$ cat config.mk
export PLATFORM = sky130hd
export DESIGN_NAME = rxw_frame_writer
export DESIGN_NICKNAME = d
export VERILOG_FILES = /design/src/rtl/rxw_pkg.sv /design/src/rtl/rxw_crc_step.sv /design/src/rtl/rxw_layout.sv /design/src/rtl/rxw_frame_writer.sv
export SDC_FILE = /design/constraint.sdc
export NUM_CORES = 1
export LEC_CHECK = 0
export BUFFER_PORTS_ARGS = -buffer_cell sky130_fd_sc_hd__buf_2
export CELL_PAD_IN_SITES_DETAIL_PLACEMENT = 1
export CELL_PAD_IN_SITES_GLOBAL_PLACEMENT = 2
export CORE_UTILIZATION = 41
export CTS_BUF_LIST = sky130_fd_sc_hd__clkbuf_8 sky130_fd_sc_hd__clkbuf_16
export CTS_CLUSTER_DIAMETER = 40
export DETAILED_ROUTE_END_ITERATION = 8
export GPL_TIMING_DRIVEN = 0
export PLACE_DENSITY_LB_ADDON = 0.15
export SYNTH_ARGS = -nofsm -noshare
export SYNTH_HDL_FRONTEND = slang
export SYNTH_SLANG_ARGS = --single-unit
export TNS_END_PERCENT = 20
$ cat constraint.sdc
create_clock -name clk -period 8.15 [get_ports clk]
set_input_delay 0.4075 -clock clk [delete_from_list [all_inputs] [get_ports clk]]
set_output_delay 0.4075 -clock clk [all_outputs]
set_load 0.1 [all_outputs]
$ cat src/rtl/rxw_pkg.sv
`timescale 1ns/1ps
package rxw_pkg;
    typedef enum logic [2:0] {
        ST_IDLE,
        ST_DATA,
        ST_PAD,
        ST_CRC,
        ST_TAIL0,
        ST_TAIL1,
        ST_HDR,
        ST_DONE
    } wr_state_e;

    localparam logic [31:0] CRC_POLY = 32'hEDB88320;
    localparam int unsigned HDR_BYTES = 4;
endpackage

$ cat src/rtl/rxw_crc_step.sv
`timescale 1ns/1ps
module rxw_crc_step
    import rxw_pkg::*;
(
    input  logic [31:0] crc_in,
    input  logic [7:0]  din,
    output logic [31:0] crc_out
);
    always_comb begin
        crc_out = crc_in ^ {24'h0, din};
        for (int b = 0; b < 8; b++) begin
            if (crc_out[0]) crc_out = (crc_out >> 1) ^ CRC_POLY;
            else            crc_out = crc_out >> 1;
        end
    end
endmodule

$ cat src/rtl/rxw_layout.sv
`timescale 1ns/1ps
module rxw_layout #(
    parameter int unsigned LEN_W      = 12,
    parameter int unsigned PAGE_BYTES = 2048,
    parameter int unsigned MIN_FRAME  = 64,
    parameter int unsigned MAX_STD    = 1518,
    localparam int unsigned CNT_W     = LEN_W + 1
) (
    input  logic [LEN_W-1:0] len,
    input  logic             strip,
    output logic [CNT_W-1:0] count,
    output logic [15:0]      status,
    output logic             is_short,
    output logic             odd_long,
    output logic             fits
);
    logic [CNT_W-1:0] even_len;
    logic [CNT_W-1:0] body;
    logic             too_long;

    always_comb begin
        even_len = {1'b0, len[LEN_W-1:1], 1'b0};
        is_short = len < LEN_W'(MIN_FRAME);
        too_long = len > LEN_W'(MAX_STD);
        body     = is_short ? CNT_W'(MIN_FRAME) : even_len;
        count    = body + CNT_W'(6) + (strip ? CNT_W'(0) : CNT_W'(4));
        fits     = count <= CNT_W'(PAGE_BYTES);
        odd_long = len[0] && !is_short;
        status   = 16'h0000;
        status[12] = len[0];
        status[11] = too_long;
    end
endmodule

$ cat src/rtl/rxw_frame_writer.sv
`timescale 1ns/1ps
module rxw_frame_writer
    import rxw_pkg::*;
#(
    parameter int unsigned NUM_PAGES  = 4,
    parameter int unsigned PAGE_BYTES = 2048,
    parameter int unsigned LEN_W      = 12,
    parameter int unsigned MIN_FRAME  = 64,
    parameter int unsigned MAX_STD    = 1518,
    localparam int unsigned PG_W      = (NUM_PAGES > 1) ? $clog2(NUM_PAGES) : 1,
    localparam int unsigned OFF_W     = $clog2(PAGE_BYTES)
) (
    input  logic             clk,
    input  logic             rst_n,
    input  logic             rx_enable,
    input  logic             soft_reset,
    input  logic             strip_crc,
    input  logic             in_valid,
    input  logic             in_sof,
    input  logic             in_eof,
    input  logic [7:0]       in_data,
    input  logic [LEN_W-1:0] in_len,
    input  logic             page_avail,
    input  logic [PG_W-1:0]  page_num,
    output logic             page_take,
    output logic             mem_we,
    output logic [PG_W-1:0]  mem_page,
    output logic [OFF_W-1:0] mem_off,
    output logic [7:0]       mem_data,
    output logic             q_push,
    output logic [PG_W-1:0]  q_page,
    output logic             rcv_set
);
    localparam int unsigned PTR_W   = OFF_W + 1;
    localparam int unsigned CNT_W   = LEN_W + 1;
    localparam int unsigned PAD_END = HDR_BYTES + MIN_FRAME;

    typedef struct packed {
        wr_state_e        st;
        logic [PG_W-1:0]  page;
        logic [CNT_W-1:0] count;
        logic [15:0]      status;
        logic             odd_long;
        logic             is_short;
        logic             crc_on;
        logic [7:0]       held;
        logic [PTR_W-1:0] wptr;
        logic [1:0]       k;
        logic [31:0]      crc;
        logic             we;
        logic [OFF_W-1:0] waddr;
        logic [7:0]       wdata;
        logic             push;
        logic             rcv;
    } wr_regs_t;

    wr_regs_t q, d;

    logic [CNT_W-1:0] lay_count;
    logic [15:0]      lay_status;
    logic             lay_short;
    logic             lay_odd_long;
    logic             lay_fits;

    rxw_layout #(
        .LEN_W      (LEN_W),
        .PAGE_BYTES (PAGE_BYTES),
        .MIN_FRAME  (MIN_FRAME),
        .MAX_STD    (MAX_STD)
    ) u_layout (
        .len      (in_len),
        .strip    (strip_crc),
        .count    (lay_count),
        .status   (lay_status),
        .is_short (lay_short),
        .odd_long (lay_odd_long),
        .fits     (lay_fits)
    );

    logic [31:0] crc_base;
    logic [7:0]  crc_din;
    logic [31:0] crc_nx;
    logic [31:0] crc_fin;

    always_comb begin
        crc_base = (q.st == ST_IDLE) ? 32'hFFFF_FFFF : q.crc;
        crc_din  = (q.st == ST_PAD)  ? 8'h00 : in_data;
        crc_fin  = ~q.crc;
    end

    rxw_crc_step u_crc (
        .crc_in  (crc_base),
        .din     (crc_din),
        .crc_out (crc_nx)
    );

    logic             accept;
    logic             take;
    logic             byte_now;
    logic             cur_ol;
    logic             cur_sh;
    logic             cur_co;
    logic [PTR_W-1:0] cur_ptr;
    logic [15:0]      count_ext;
    logic [7:0]       hdr_byte;
    logic [7:0]       crc_byte;

    always_comb begin
        accept    = rx_enable && !soft_reset && page_avail && lay_fits;
        count_ext = 16'(q.count);
        unique case (q.k)
            2'd0:    hdr_byte = q.status[7:0];
            2'd1:    hdr_byte = q.status[15:8];
            2'd2:    hdr_byte = count_ext[7:0];
            default: hdr_byte = count_ext[15:8];
        endcase
        crc_byte  = crc_fin[8*q.k +: 8];
    end

    always_comb begin
        d        = q;
        d.we     = 1'b0;
        d.push   = 1'b0;
        d.rcv    = 1'b0;
        take     = 1'b0;
        byte_now = 1'b0;
        cur_ol   = q.odd_long;
        cur_sh   = q.is_short;
        cur_co   = q.crc_on;
        cur_ptr  = q.wptr;

        unique case (q.st)
            ST_IDLE: begin
                if (in_valid && in_sof && accept) begin
                    take       = 1'b1;
                    d.page     = page_num;
                    d.count    = lay_count;
                    d.status   = lay_status;
                    d.odd_long = lay_odd_long;
                    d.is_short = lay_short;
                    d.crc_on   = !strip_crc;
                    d.k        = 2'd0;
                    byte_now   = 1'b1;
                    cur_ol     = lay_odd_long;
                    cur_sh     = lay_short;
                    cur_co     = !strip_crc;
                    cur_ptr    = PTR_W'(HDR_BYTES);
                end
            end
            ST_DATA: begin
                if (in_valid) byte_now = 1'b1;
            end
            ST_PAD: begin
                d.we    = 1'b1;
                d.waddr = q.wptr[OFF_W-1:0];
                d.wdata = 8'h00;
                d.crc   = crc_nx;
                d.wptr  = q.wptr + PTR_W'(1);
                if (q.wptr == PTR_W'(PAD_END - 1))
                    d.st = q.crc_on ? ST_CRC : ST_TAIL0;
            end
            ST_CRC: begin
                d.we    = 1'b1;
                d.waddr = q.wptr[OFF_W-1:0];
                d.wdata = crc_byte;
                d.wptr  = q.wptr + PTR_W'(1);
                d.k     = q.k + 2'd1;
                if (q.k == 2'd3) d.st = ST_TAIL0;
            end
            ST_TAIL0: begin
                d.we    = 1'b1;
                d.waddr = q.wptr[OFF_W-1:0];
                d.wdata = q.odd_long ? q.held : 8'h00;
                d.wptr  = q.wptr + PTR_W'(1);
                d.st    = ST_TAIL1;
            end
            ST_TAIL1: begin
                d.we    = 1'b1;
                d.waddr = q.wptr[OFF_W-1:0];
                d.wdata = q.odd_long ? 8'h60 : 8'h40;
                d.k     = 2'd0;
                d.st    = ST_HDR;
            end
            ST_HDR: begin
                d.we    = 1'b1;
                d.waddr = OFF_W'(q.k);
                d.wdata = hdr_byte;
                d.k     = q.k + 2'd1;
                if (q.k == 2'd3) d.st = ST_DONE;
            end
            ST_DONE: begin
                d.push = 1'b1;
                d.rcv  = 1'b1;
                d.st   = ST_IDLE;
            end
            default: d.st = ST_IDLE;
        endcase

        if (byte_now) begin
            d.crc = crc_nx;
            if (in_eof && cur_ol) begin
                d.held = in_data;
                d.wptr = cur_ptr;
            end else begin
                d.we    = 1'b1;
                d.waddr = cur_ptr[OFF_W-1:0];
                d.wdata = in_data;
                d.wptr  = cur_ptr + PTR_W'(1);
            end
            if (in_eof) begin
                if (cur_sh && (d.wptr < PTR_W'(PAD_END))) d.st = ST_PAD;
                else d.st = cur_co ? ST_CRC : ST_TAIL0;
            end else begin
                d.st = ST_DATA;
            end
        end
    end

    always_ff @(posedge clk or negedge rst_n) begin
        if (!rst_n) begin
            q    <= '0;
            q.st <= ST_IDLE;
        end else begin
            q <= d;
        end
    end

    assign page_take = take;
    assign mem_we    = q.we;
    assign mem_page  = q.page;
    assign mem_off   = q.waddr;
    assign mem_data  = q.wdata;
    assign q_push    = q.push;
    assign q_page    = q.page;
    assign rcv_set   = q.rcv;
endmodule

; ---- After elaboration in Yosys (flattened, before gate mapping)
; Index checks and enable logic that the tools add are counted.
[word_totals]
regBits = 99
latchBits = 0
mem_bits_rw = 0
rom_bits = 0
inputBits = 31
out_inout_bits = 27
elab_cells = 121
mem_count = 0
[op_classes]
n_addsub = 5
n_mul = 0
n_div = 0
n_lt_le_gt_ge = 4
n_eq_ne = 15
shifts = 1
muxes = 47
bitwise_logic = 10
n_reduce_logical = 23
[ops]
columns = operator, count
row1 = $mux 32, 10
row2 = $not 13->14, 8
row3 = $pmux 20 s5, 1
row4 = $mux 12, 7
row5 = $mux 52, 1
row6 = $not 32->32, 1
row7 = $shiftx 32x6->8, 1
row8 = $xor 32x8->32, 1
row9 = $mux 3, 9
row10 = $add 12x1->12 const B, 2
row11 = $lt 12x7->1 const B, 2
row12 = $pmux 8 s3, 1
row13 = $mux 20, 1
row14 = $pmux 3 s6, 1
row15 = $mux 8, 2
row16 = $add 13x13->13, 1
row17 = $add 13x3->13 const B, 1
row18 = $le 13x12->1 const B, 1
row19 = $eq 12x7->1 const B, 1
row20 = $eq 3x3->1 const B, 4
row21 = $gt 12x11->1 const B, 1
row22 = $mux 1, 9
row23 = $logic_and 1x1->1, 8
row24 = $reduce_bool 7->1, 1
row25 = 21 further kinds, 30

; ---- Depth between registers and ports, before layout
; Gate-level depths: netlist of run 1.
[depth]
ltp_word = 21
depth_mapped = 26
depth_no_buf = 23

; ---- By module
; From an unflattened synthesis of run 1, not the netlist that was laid out.
[hier_totals]
cells_unflattened = 816
area_unflattened_um2 = 7855.0
[modules_own_cells]
columns = module, instances, cells_each, area_each_um2, seq_area_each_um2
row1 = rxw_frame_writer, 1, 670, 6331.1, 2802.7
row2 = rxw_crc_step, 1, 64, 954.7, 0.0
row3 = rxw_layout, 1, 82, 569.3, 0.0

; ---- Least setup slack after synthesis of run 1
; OpenSTA, ideal clock, no wires.
[synth_path]
path_type = input-to-reg
startpoint = input in_len[6]
endpoint = register q[111] in the netlist's numbering
setup_ps = 64
arrival_time_ps = 5747
setup_slack_ps = 2339
path_stages = 26
n_path_buf = 3
cell_sequence = clkbuf_1 > nor2_1 > nand3_1 > clkbuf_1 > nand2_1 > ha_1 > inv_1 > ha_1 > inv_1 > fa_1 > nand3b_1 > nor3_1 > xnor2_1 > a41o_1 > nand2_2 > inv_2 > clkbuf_1 > nor2_1 > ha_1 > a21boi_0 > nor2b_1 > a211o_1 > a2bb2oi_1 > o211ai_1 > nor3_1 > a211o_1
[synth_between]
elab_chain_cells = 17
word_cells_on_any_way = 34
classes_between = 3 x add/sub / 3 x order compare / 3 x eq/ne / 17 x mux / 8 x reduce/logical
[synth_lines]
columns = item, line_no
row1 = from (decl), rxw_frame_writer.sv:22  ; input logic [LEN_W-1:0] in_len,
row2 = $lt 12x7->1, rxw_layout.sv:23  ; is_short = len < LEN_W'(MIN_FRAME);
row3 = $mux 12, rxw_layout.sv:25  ; body = is_short ? CNT_W'(MIN_FRAME) : even_len;
row4 = $add 13x3->13, rxw_layout.sv:26  ; count = body + CNT_W'(6) + (strip ? CNT_W'(0) : CNT_W'(4));
row5 = $add 13x13->13, rxw_layout.sv:26
row6 = $le 13x12->1, rxw_layout.sv:27  ; fits = count <= CNT_W'(PAGE_BYTES);
row7 = $logic_and 1x1->1, rxw_frame_writer.sv:109  ; accept = rx_enable && !soft_reset && page_avail && lay_fits;
row8 = $logic_and 1x1->1, rxw_frame_writer.sv:134  ; if (in_valid && in_sof && accept) begin
row9 = $mux 12 or $mux 1 (tied branches), rxw_frame_writer.sv:134
row10 = $mux 12 or $mux 1 (tied branches), rxw_frame_writer.sv:132  ; unique case (q.st)
row11 = $add 12x1->12 or $logic_and 1x1->1 (tied branches), "rxw_frame_writer.sv:208, rxw_frame_writer.sv:201"
row12 = $mux 12, rxw_frame_writer.sv:201  ; if (in_eof && cur_ol) begin
row13 = $mux 12, rxw_frame_writer.sv:199  ; if (byte_now) begin
row14 = $lt 12x7->1, rxw_frame_writer.sv:211  ; if (cur_sh && (d.wptr < PTR_W'(PAD_END))) d.st = ST_PAD;
row15 = $logic_and 1x1->1, rxw_frame_writer.sv:211
row16 = $mux 3, rxw_frame_writer.sv:211
row17 = $mux 3, rxw_frame_writer.sv:210  ; if (in_eof) begin
row18 = $mux 3, rxw_frame_writer.sv:199
row19 = to (decl), rxw_frame_writer.sv:57  ; wr_regs_t q, d;
; Parallel ways exist; a longest one is shown, timed or not. The select of a mux whose other input is x is not followed.
; A chain may end at the register's enable or synchronous reset.

; ---- Worst setup path in the final report of run 1
[layout_path]
startpoint = input in_len[6]
endpoint = register q[110] in the netlist's numbering
; Same word-level chain as after synthesis.

==> flow_summary.ini, run 1 <==
[run_status]
status = finished, final reports clean

[power_and_ir_drop]
comb_power_share = 0.637
power_leakage_nw = 3.23
clkPwrFrac = 0.130
vdd_drop_max_mv = 0.279
total_power_mw = 3.35
p_seq_frac = 0.233
switching_share = 0.479
p_int_mw = 1.75
p_switching_mw = 1.61
p_per_area_nw_per_um2 = 459

[clock_network]
clk_pin_slew_ps = 70
clk-insertion-delay-late_ps = 360
hold_buffers = 0
cts_tree = yes
cts_made_buffers = 9
cts_setup_buffers = 0
cts_root_buf = clkbuf_16
cts.path.max_buffers = 2
cts_resized = 0
h-tree-depth = 3
cts_sinks = 97

[routing]
via_count = 5397
ant_nets = 0
first_pass_iters = 5
drtIter0Drc = 266
wl_per_cell_um = 20.5
drc = 0
routed_wirelength_mm = 19.7
avgViaCountPerCell = 5.63

[yosys]
seq_area_frac_synth = 0.376
synth_cells = 679
synth_top_family_by_area = compound AO/OA/AOI/OAI gates
avgSynthCellArea_sq_um = 9.50
async_flop_share = 1.00
synth-compound-area-share = 0.170
synth_nets = 719
synth_area_sq_um = 6450
synth_seq_cells = 97
ys.flop_type = dfrtp_1
ys_types = 70
yosys.area_share.adder = 0.0186
synth_top_area_frac = 0.376
synthXorXnorAreaFrac = 0.121
yosysMostFrequentCell = dfrtp_1
muxShareOfSynthArea = 0.0885
synth_top_cell_by_area = dfrtp_1
synth.yosys.warnings = 0
synth.top_cells.by_count = dfrtp_1, nand2_1, xnor2_1, nor2_1, o21ai_0
synth-edff-count = 0
synth_area_leaders = dfrtp_1, xnor2_1, mux2_2
synth-simple-area-share = 0.160

[timing]
setup_ws_ps = 2200
fin_skew_ps = 8.02
setup_violations = 0
period_share = 0.731
fin_crit_ps = 5950
rsz0062_at_grt = false
hold_viol = 0
worst-slew-pin-transition_ps = 893
tns_ps = 0
fmax_ghz = 0.168
relSlewSlack = 0.402
fin_hold_ws_ps = 30.3
drv_slew = 0

[setup_path]
endpoint_kind = flip-flop
worstReg2RegStart = q[110]
required_ps = 8390
reg2regPathDepth = 17
cp_max_fo = 10
timing.rr.end = q[110]
r2r_setup_slack_ps = 3190
arrival_ps = 6190
start_kind = input pin
slowest_stage = clkbuf_1
cp.buffers_inverters = 6
cp_slowest_stage_delay_ps = 450
setup.worst_path.class = input pin to flip-flop
crit_family = simple AND/OR/NAND/NOR gates

[global_routing]
grt_pass1_wl_mm = 31.8
grt_usage = 0.259
grt_max_degree = 59
antenna_found_initial = 0
grt-ovfl-total = 0
grt_pass1_vias = 5778

[place]
gp_congestion = 0.851
port-buffer-count = 52
dpl.cell_count = 943
hpwl_mm = 14.9
dpl_worst_slack_ps = 1850

[die]
row_count = 45
core-area_sq_um = 15300
start_util = 0.423
die_area_sq_um = 16200
io_pins = 58
die_h_um = 127
die_x_um = 127

[hold_path]
hold_class = input pin to asynchronous set/reset pin

[cells_and_area]
fill_cells = 1769
drive_gt1_frac = 0.210
diodes = 0
final_nets = 783
fin_cells = 959
syn2layout_area_growth_pct = 13.2

[job]
drv_cap = 0
[state kept, by name, indices dropped and copies added (netlist names)]
| name | flops |
|---|---|
| mem_off | 11 |
| q_push | 1 |
| count_ext | 12 |
| q | 62 |
| mem_we | 1 |
| mem_data | 8 |
| mem_page | 2 |
[worst register-to-register path, delay by kind of cell, from the launching register on]
family	cells	cell delay, ps
buffers and inverters	3	870
DFF	1	450
and+or+nand+nor	6	1690
AOI/OAI and AO/OA	7	1590
adders and majority gates	1	250
[through the flow]
step / utilization / area, sq um
6_report: 0.478 / 7300
5_1_grt: 0.478 / 7300
4_1_cts: 0.478 / 7300
3_5_place_dp: 0.459 / 7000
3_3_place_gp: 0.457 / 6970
2_1_floorplan: - / 6450
[layout by cell type (no fill, tap or decap), types with 6 or more instances in the layout]
cell	n
nand3_1	10
xnor2_1	62
ha_1	8
clkbuf_1	28
clkbuf_16	9
nand3b_1	7
buf_2	57
mux4_2	8
mux2_2	27
o21ai_1	13
a21oi_1	24
o21ai_0	32
buf_4	25
and3_1	7
nand4_1	6
and2_1	7
nor2_1	58
nor3_1	10
a31oi_1	8
or3_1	9
inv_1	22
xor2_1	13
a32o_1	8
dfrtp_1	97
nand2_1	68
[per-layer routing]
metal,vias up,share of wire,global-route usage
li1,2508,-,-
met1,2761,0.44,0.319
met2,92,0.51,0.454
met3,36,0.024,0.0318
met4,0,0.031,0.120
met5,-,0,0
[power groups by stage]
| stage | Combinational, mW | Clock (mW) | Sequential [mW] |
|---|---|---|---|
| 3_3_place_gp | 2.07 | 0 | 0.781 |
| 2_1_floorplan | 1.68 | 0 | 0.767 |
| 5_1_grt | 2.31 | 0.458 | 0.802 |
| 4_1_cts | 2.14 | 0.446 | 0.781 |
| 3_5_place_dp | 2.13 | 0 | 0.789 |
| 6_report | 2.14 | 0.436 | 0.781 |
[logic make-up (layout without fill, tap and decap cells)]
logic type / after synthesis / count (layout)
mux: 43 / 43
fa+ha+maj: 9 / 9
flops: 97 / 97
simple gates: 211 / 211
xor+xnor: 81 / 81
buf+inv: 85 / 154
compound gates: 153 / 153
[layout make-up]
| cell class | instances | area (sq um) | share of cell area |
|---|---|---|---|
| Multi-Input combinational cell | 497 | 3610 | 0.494 |
| Sequential cell | 97 | 2430 | 0.332 |
| Buffer | 63 | 334 | 0.0458 |
| Timing Repair Buffer | 53 | 290 | 0.0398 |
| Tap cell | 211 | 264 | 0.0362 |
| Clock buffer | 9 | 225 | 0.0308 |
| Inverter | 22 | 82.6 | 0.0113 |
| Clock inverter | 7 | 71.3 | 0.00977 |
[worst max-delay path by stage]
stage	start	end	depth (start not counted)
after floorplan	in_len[6]	q[111]	26
after global placement	in_len[6]	q[112]	26
after detailed placement	in_len[6]	q[110]	26
after CTS	in_len[6]	q[110]	26
after global routing	in_len[6]	q[110]	26
final	in_len[6]	q[110]	26
No activity file was read; power rests on OpenSTA's default activity.
==> inputs of run 2 (changes only) <==
--- a/config.mk
+++ b/config.mk
@@ -5,10 +5,11 @@
 export SDC_FILE = /design/constraint.sdc
 export NUM_CORES = 1
 export LEC_CHECK = 0
+export ABC_AREA = 1
 export BUFFER_PORTS_ARGS = -buffer_cell sky130_fd_sc_hd__buf_2
 export CELL_PAD_IN_SITES_DETAIL_PLACEMENT = 1
 export CELL_PAD_IN_SITES_GLOBAL_PLACEMENT = 2
-export CORE_UTILIZATION = 41
+export CORE_UTILIZATION = 32
 export CTS_BUF_LIST = sky130_fd_sc_hd__clkbuf_8 sky130_fd_sc_hd__clkbuf_16
 export CTS_CLUSTER_DIAMETER = 40
 export DETAILED_ROUTE_END_ITERATION = 8
==> constraint.sdc (replaced) <==
create_clock -name clk -period 5.1 [get_ports clk]
set_input_delay 0.255 -clock clk [delete_from_list [all_inputs] [get_ports clk]]
set_output_delay 0.255 -clock clk [all_outputs]
set_load 0.1 [all_outputs]
==> run 2 against run 1 <==
  * Final cell count increased by 27%
  * Worst setup slack got worse by 1700 ps
  * Critical path depth increased by 8
  * Die area increased by 33%
  * Combinational power increased by 74%
  * Highest routed layer unchanged
  * Power increased by 71%
  * Sequential cell count unchanged
==> flow_summary.ini, run 2 <==
[run_status]
status = finished, final reports clean

[yosys]
synth_seq_cells = 97
synth_top_cell_by_area = dfrtp_1
synth-edff-count = 0
avgSynthCellArea_sq_um = 7.64
synth_area_sq_um = 6700
synth_nets = 917
ys_types = 53
synth_top_area_frac = 0.362
synth.yosys.warnings = 0
synth_cells = 877
ys.flop_type = dfrtp_1
async_flop_share = 1.00
yosysMostFrequentCell = nand2_1
seq_area_frac_synth = 0.362
synth_area_leaders = dfrtp_1, nand2_1, xor2_1
synth.top_cells.by_count = nand2_1, dfrtp_1, inv_1, o21ai_0, nor2_1

[setup_path]
start_kind = input pin
r2r_setup_slack_ps = 1420
cp_max_fo = 19
setup.worst_path.class = input pin to flip-flop
arrival_ps = 4850
path_common_cell = nand2_1
required_ps = 5350
cp_slowest_stage_delay_ps = 400
reg2regPathDepth = 26
timing.rr.end = q[110]
slowest_stage = fa_1
endpoint_kind = flip-flop
worstReg2RegStart = q[110]

[clock_network]
clk_pin_slew_ps = 80
cts.path.max_buffers = 2
cts_tree = yes
cts_root_buf = clkbuf_16
clk-insertion-delay-late_ps = 360
cts_setup_buffers = 0
cts_sinks = 97
h-tree-depth = 3
cts_made_buffers = 9

[power_and_ir_drop]
clkPwrFrac = 0.137
vdd_drop_max_mv = 0.252
p_seq_frac = 0.216
power_leakage_nw = 3.80
p_switching_mw = 3.00
p_int_mw = 2.75
switching_share = 0.522
p_per_area_nw_per_um2 = 747
comb_power_share = 0.647

[place]
hpwl_mm = 17.1
port-buffer-count = 56
gp_congestion = 0.829

[timing]
period_share = 0.902
rsz0062_at_grt = false
hold_viol = 0
fin_hold_ws_ps = 96.4
worst-slew-pin-transition_ps = 778
fmax_ghz = 0.217
relSlewSlack = 0.479
setup_violations = 0
fin_skew_ps = 10.4
fin_crit_ps = 4600
drv_slew = 0
tns_ps = 0

[global_routing]
antenna_found_initial = 0
grt_pass1_wl_mm = 36.5
grt_usage = 0.222
grt_max_degree = 64
grt_pass1_vias = 6279
grt-ovfl-total = 0

[hold_path]
worstHoldPathCells = 3
min_from = page_num[1]
hold_class = input pin to flip-flop
holdPathEnd = mem_page[1]

[cells_and_area]
fill_cells = 2588
final_common_cell = nand2_1
largest_reg_flops = 62
final_nets = 985
layout_common_cells = nand2_1, dfrtp_1, inv_1
diodes = 0
drive_gt1_frac = 0.159
fin_util = 0.378
ff_latch_area_sq_um = 2430
syn2layout_area_growth_pct = 14.8
largest_register = q
multi_input_area_sq_um = 3620

[routing]
ant_nets = 0
via_count = 6061
first_pass_iters = 4
drtIter0Drc = 222
avgViaCountPerCell = 4.97
drc = 0
routed_wirelength_mm = 22.6
wl_per_cell_um = 18.5

[job]
drv_cap = 0

[die]
core-area_sq_um = 20400
die_x_um = 147
die_h_um = 147
start_util = 0.329
row_count = 52
die_area_sq_um = 21500
io_pins = 58
-- run 2: cell types whose count changed after synthesis, sizes merged, moves of 9 or more --
| cell | previous run | this run |
|---|---|---|
| nor2 | 60 | 79 |
| nand3 | 10 | 48 |
| or3 | 9 | 0 |
| mux2 | 32 | 0 |
| nand2 | 70 | 226 |
| o21ai | 45 | 88 |
| xnor2 | 62 | 25 |
| xor2 | 18 | 56 |
| inv | 22 | 86 |
-- run 2: final cells by class --
| class | count | share of cell area |
|---|---|---|
| Buffer | 56 | 0.0428 |
| Clock buffer | 10 | 0.0311 |
| Clock inverter | 6 | 0.0117 |
| Inverter | 87 | 0.0424 |
| Multi-Input combinational cell | 636 | 0.471 |
| Sequential cell | 97 | 0.315 |
| Tap cell | 270 | 0.0439 |
| Timing Repair Buffer | 58 | 0.0416 |
-- run 2: per-layer routing --
layer | global-route usage | vias to the layer above | part of all wire
met2 | 0.369 | 73 | 0.48
met1 | 0.310 | 3007 | 0.49
met5 | 0 | - | 0
met4 | 0.0448 | 0 | 0.0081
li1 | - | 2970 | -
met3 | 0.0286 | 11 | 0.027
-- run 2: what timing repair did --
action / 4_1_cts / 5_1_grt
hold buffers: 1 / 0
hold endpoints to repair: 34 / 0
setup endpoints to repair: 0 / 4
resized for setup: 0 / 3
-- run 2: kinds of logic (layout without fill, tap and decap cells) --
family | count (synthesis) | after routing | share of synthesized area
and+or+nand+nor | 384 | 384 | 0.251
DFF | 97 | 97 | 0.362
adders and majority gates | 9 | 9 | 0.0179
buffers and inverters | 144 | 217 | 0.0985
xor gates and xnor gates | 81 | 81 | 0.130
AOI/OAI and AO/OA | 162 | 162 | 0.141
-- run 2: how the worst max path moves through the flow --
stage | startpoint | to | slack [ps]
finish | in_len[9] | q[110] | 500
global route | in_len[9] | q[110] | 9
CTS | in_len[9] | q[110] | 170
detailed placement | in_len[9] | q[110] | -190
global placement | in_len[9] | q[110] | -230
floorplan | in_len[9] | q[110] | 970
-- run 2: metrics by stage --
step | std cells | area [sq um] | total power, mW | setup slack, ps
final | 1220 | 7690 | 5.75 | 499
after global routing | 1220 | 7690 | 6.22 | 8.86
after CTS | 1221 | 7690 | 5.79 | 173
after detailed placement | 1204 | 7350 | 4.98 | -189
after global placement | 1203 | 7320 | 4.96 | -232
after floorplan | 877 | 6700 | 4.13 | 966
-- run 2: power groups by stage --
stage	combinational, mW	clock [mW]	sequential (mW)
CTS	3.75	0.799	1.24
floorplan	2.90	0	1.24
global placement	3.70	0	1.25
global route	4.12	0.826	1.28
finish	3.72	0.788	1.24
detailed placement	3.72	0	1.26
-- run 2: critical path, delay by kind of cell --
kind	cells	cell delay (ps)
adders and majority gates	4	980
buffers and inverters	9	1130
and+or+nand+nor	20	2320
AOI/OAI and AO/OA	1	150
==> inputs of run 3 (changes only) <==
--- a/config.mk
+++ b/config.mk
@@ -5,11 +5,12 @@
 export SDC_FILE = /design/constraint.sdc
 export NUM_CORES = 1
 export LEC_CHECK = 0
-export ABC_AREA = 1
+export ABC_AREA = 0
 export BUFFER_PORTS_ARGS = -buffer_cell sky130_fd_sc_hd__buf_2
+export CAP_MARGIN = 20
 export CELL_PAD_IN_SITES_DETAIL_PLACEMENT = 1
 export CELL_PAD_IN_SITES_GLOBAL_PLACEMENT = 2
-export CORE_UTILIZATION = 32
+export CORE_UTILIZATION = 35
 export CTS_BUF_LIST = sky130_fd_sc_hd__clkbuf_8 sky130_fd_sc_hd__clkbuf_16
 export CTS_CLUSTER_DIAMETER = 40
 export DETAILED_ROUTE_END_ITERATION = 8
==> run 3 against run 2 <==
  * Final cell count is 20% lower
  * Die area decreased by 12%
  * Sequential cell count did not move
  * Register-to-register slack lost 780 ps
  * Critical endpoint is now q[111]
==> flow_summary.ini, run 3 (synthesis gave the netlist of run 1 again) <==
[global_routing]
grt-ovfl-total = 0
grt_max_degree = 63
grt_pass1_vias = 5694
grt_pass1_wl_mm = 32.5
antenna_found_initial = 0
grt_usage = 0.231

[setup_path]
cp_max_fo = 10
required_ps = 5400
reg2regPathDepth = 17
start_kind = input pin
setup.worst_path.class = input pin to flip-flop
arrival_ps = 5070
endpoint_kind = flip-flop

[routing]
wl_per_cell_um = 20.8
first_pass_iters = 6
routed_wirelength_mm = 20.3
drc = 0
via_count = 5346
drtIter0Drc = 216
avgViaCountPerCell = 5.46
ant_nets = 0

[power_and_ir_drop]
p_seq_frac = 0.233
power_leakage_nw = 3.28
p_per_area_nw_per_um2 = 725
p_switching_mw = 2.61
comb_power_share = 0.638
p_int_mw = 2.76
clkPwrFrac = 0.129
switching_share = 0.485
vdd_drop_max_mv = 0.422

[timing]
drv_slew = 0
hold_viol = 0
fmax_ghz = 0.210
fin_crit_ps = 4770
tns_ps = 0
rsz0062_at_grt = false
relSlewSlack = 0.382
fin_hold_ws_ps = 98.2
fin_skew_ps = 13.6
setup_violations = 0
period_share = 0.936
worst-slew-pin-transition_ps = 923

[die]
die_h_um = 138
core-area_sq_um = 18000
die_x_um = 138
row_count = 49
start_util = 0.358
io_pins = 58
die_area_sq_um = 19000

[cells_and_area]
largest_reg_flops = 62
ff_latch_area_sq_um = 2430
final_common_cell = dfrtp_1
fill_cells = 2106
diodes = 0
largest_register = q
syn2layout_area_growth_pct = 14.9
drive_gt1_frac = 0.228
multi_input_area_sq_um = 3670
layout_common_cells = dfrtp_1, nand2_1, xnor2_1
final_nets = 785

[job]
drv_cap = 0

[clock_network]
cts.path.max_buffers = 2
cts_root_buf = clkbuf_16
clk-insertion-delay-late_ps = 360
h-tree-depth = 3
cts_tree = yes
clk_pin_slew_ps = 70
cts_made_buffers = 9
cts_sinks = 97

[run_status]
status = finished, final reports clean

[hold_path]
hold_class = input pin to flip-flop
worstHoldPathCells = 3

[place]
hpwl_mm = 15.3
port-buffer-count = 52
gp_congestion = 0.828
==> run 3: worst max-delay path: stages <==
cell       delay, ps
clkbuf_2         160
nor2_2           170
nand3_1          140
clkbuf_4         220
nand2_1           80
ha_1             220
inv_1             70
ha_1             200
inv_1             70
fa_2             540
nand3b_1          90
a31o_2           240
nor3_4           230
a41o_2           270
nand2_4          120
inv_2            130
clkbuf_4         230
nor2_1            60
ha_1             230
a21boi_4         170
nor2b_2          180
a211o_1          290
a2bb2oi_1        210
o211ai_1         200
nor3_1           170
a211o_1          130
==> run 3: layer usage <==
metal,wire (um),GRT usage
met1,9130,0.294
met2,10600,0.408
met3,372,0.0280
met4,294,0.0700
met5,0,0
==> run 3: final timing paths <==
path / startpoint / end / slack (ps)
max: in_len[6] / q[111] / 330
min: page_num[0] / mem_page[0] / 100
max reg2reg: q[110] / q[111] / 640
min reg2reg: count_ext[12] / count_ext[12] / 490
max in group asynchronous: rst_n / q[73] / 3980
min in group asynchronous: rst_n / count_ext[3] / 410
==> run 3: stage by stage <==
step	power, mW	setup WS (ps)	instances	instance area [sq um]	utilization
after global placement	4.60	-759	960	7000	0.388
after global routing	5.75	3.75	979	7410	0.411
final	5.37	327	979	7410	0.411
after detailed placement	4.69	-861	961	7030	0.390
after CTS	5.41	17.7	979	7360	0.408
after floorplan	3.92	154	679	6450	-
==> run 3: timing repair <==
item / CTS / global route
setup buffers: 1 / 0
endpoints found under the hold margin: 35 / 0
setup endpoints to repair: 4 / 3
gates resized for setup: 7 / 10
hold buffers: 1 / 0
pin swaps: 1 / 3
==> run 3: cell type report <==
type | instances | share of cell area
well taps | 229 | 0.0387
inverters | 22 | 0.0111
clock inverters | 7 | 0.00962
flip-flops and latches | 97 | 0.328
clock buffers | 9 | 0.0304
repair buffers | 55 | 0.0415
multi-input cells | 497 | 0.495
plain buffers | 63 | 0.0464
==> run 3: power groups by stage <==
stage | sequential (mW) | clock, mW | combinational, mW
2_1_floorplan | 1.23 | 0 | 2.69
3_3_place_gp | 1.25 | 0 | 3.35
3_5_place_dp | 1.26 | 0 | 3.42
4_1_cts | 1.25 | 0.713 | 3.45
5_1_grt | 1.28 | 0.743 | 3.72
6_report | 1.25 | 0.693 | 3.43
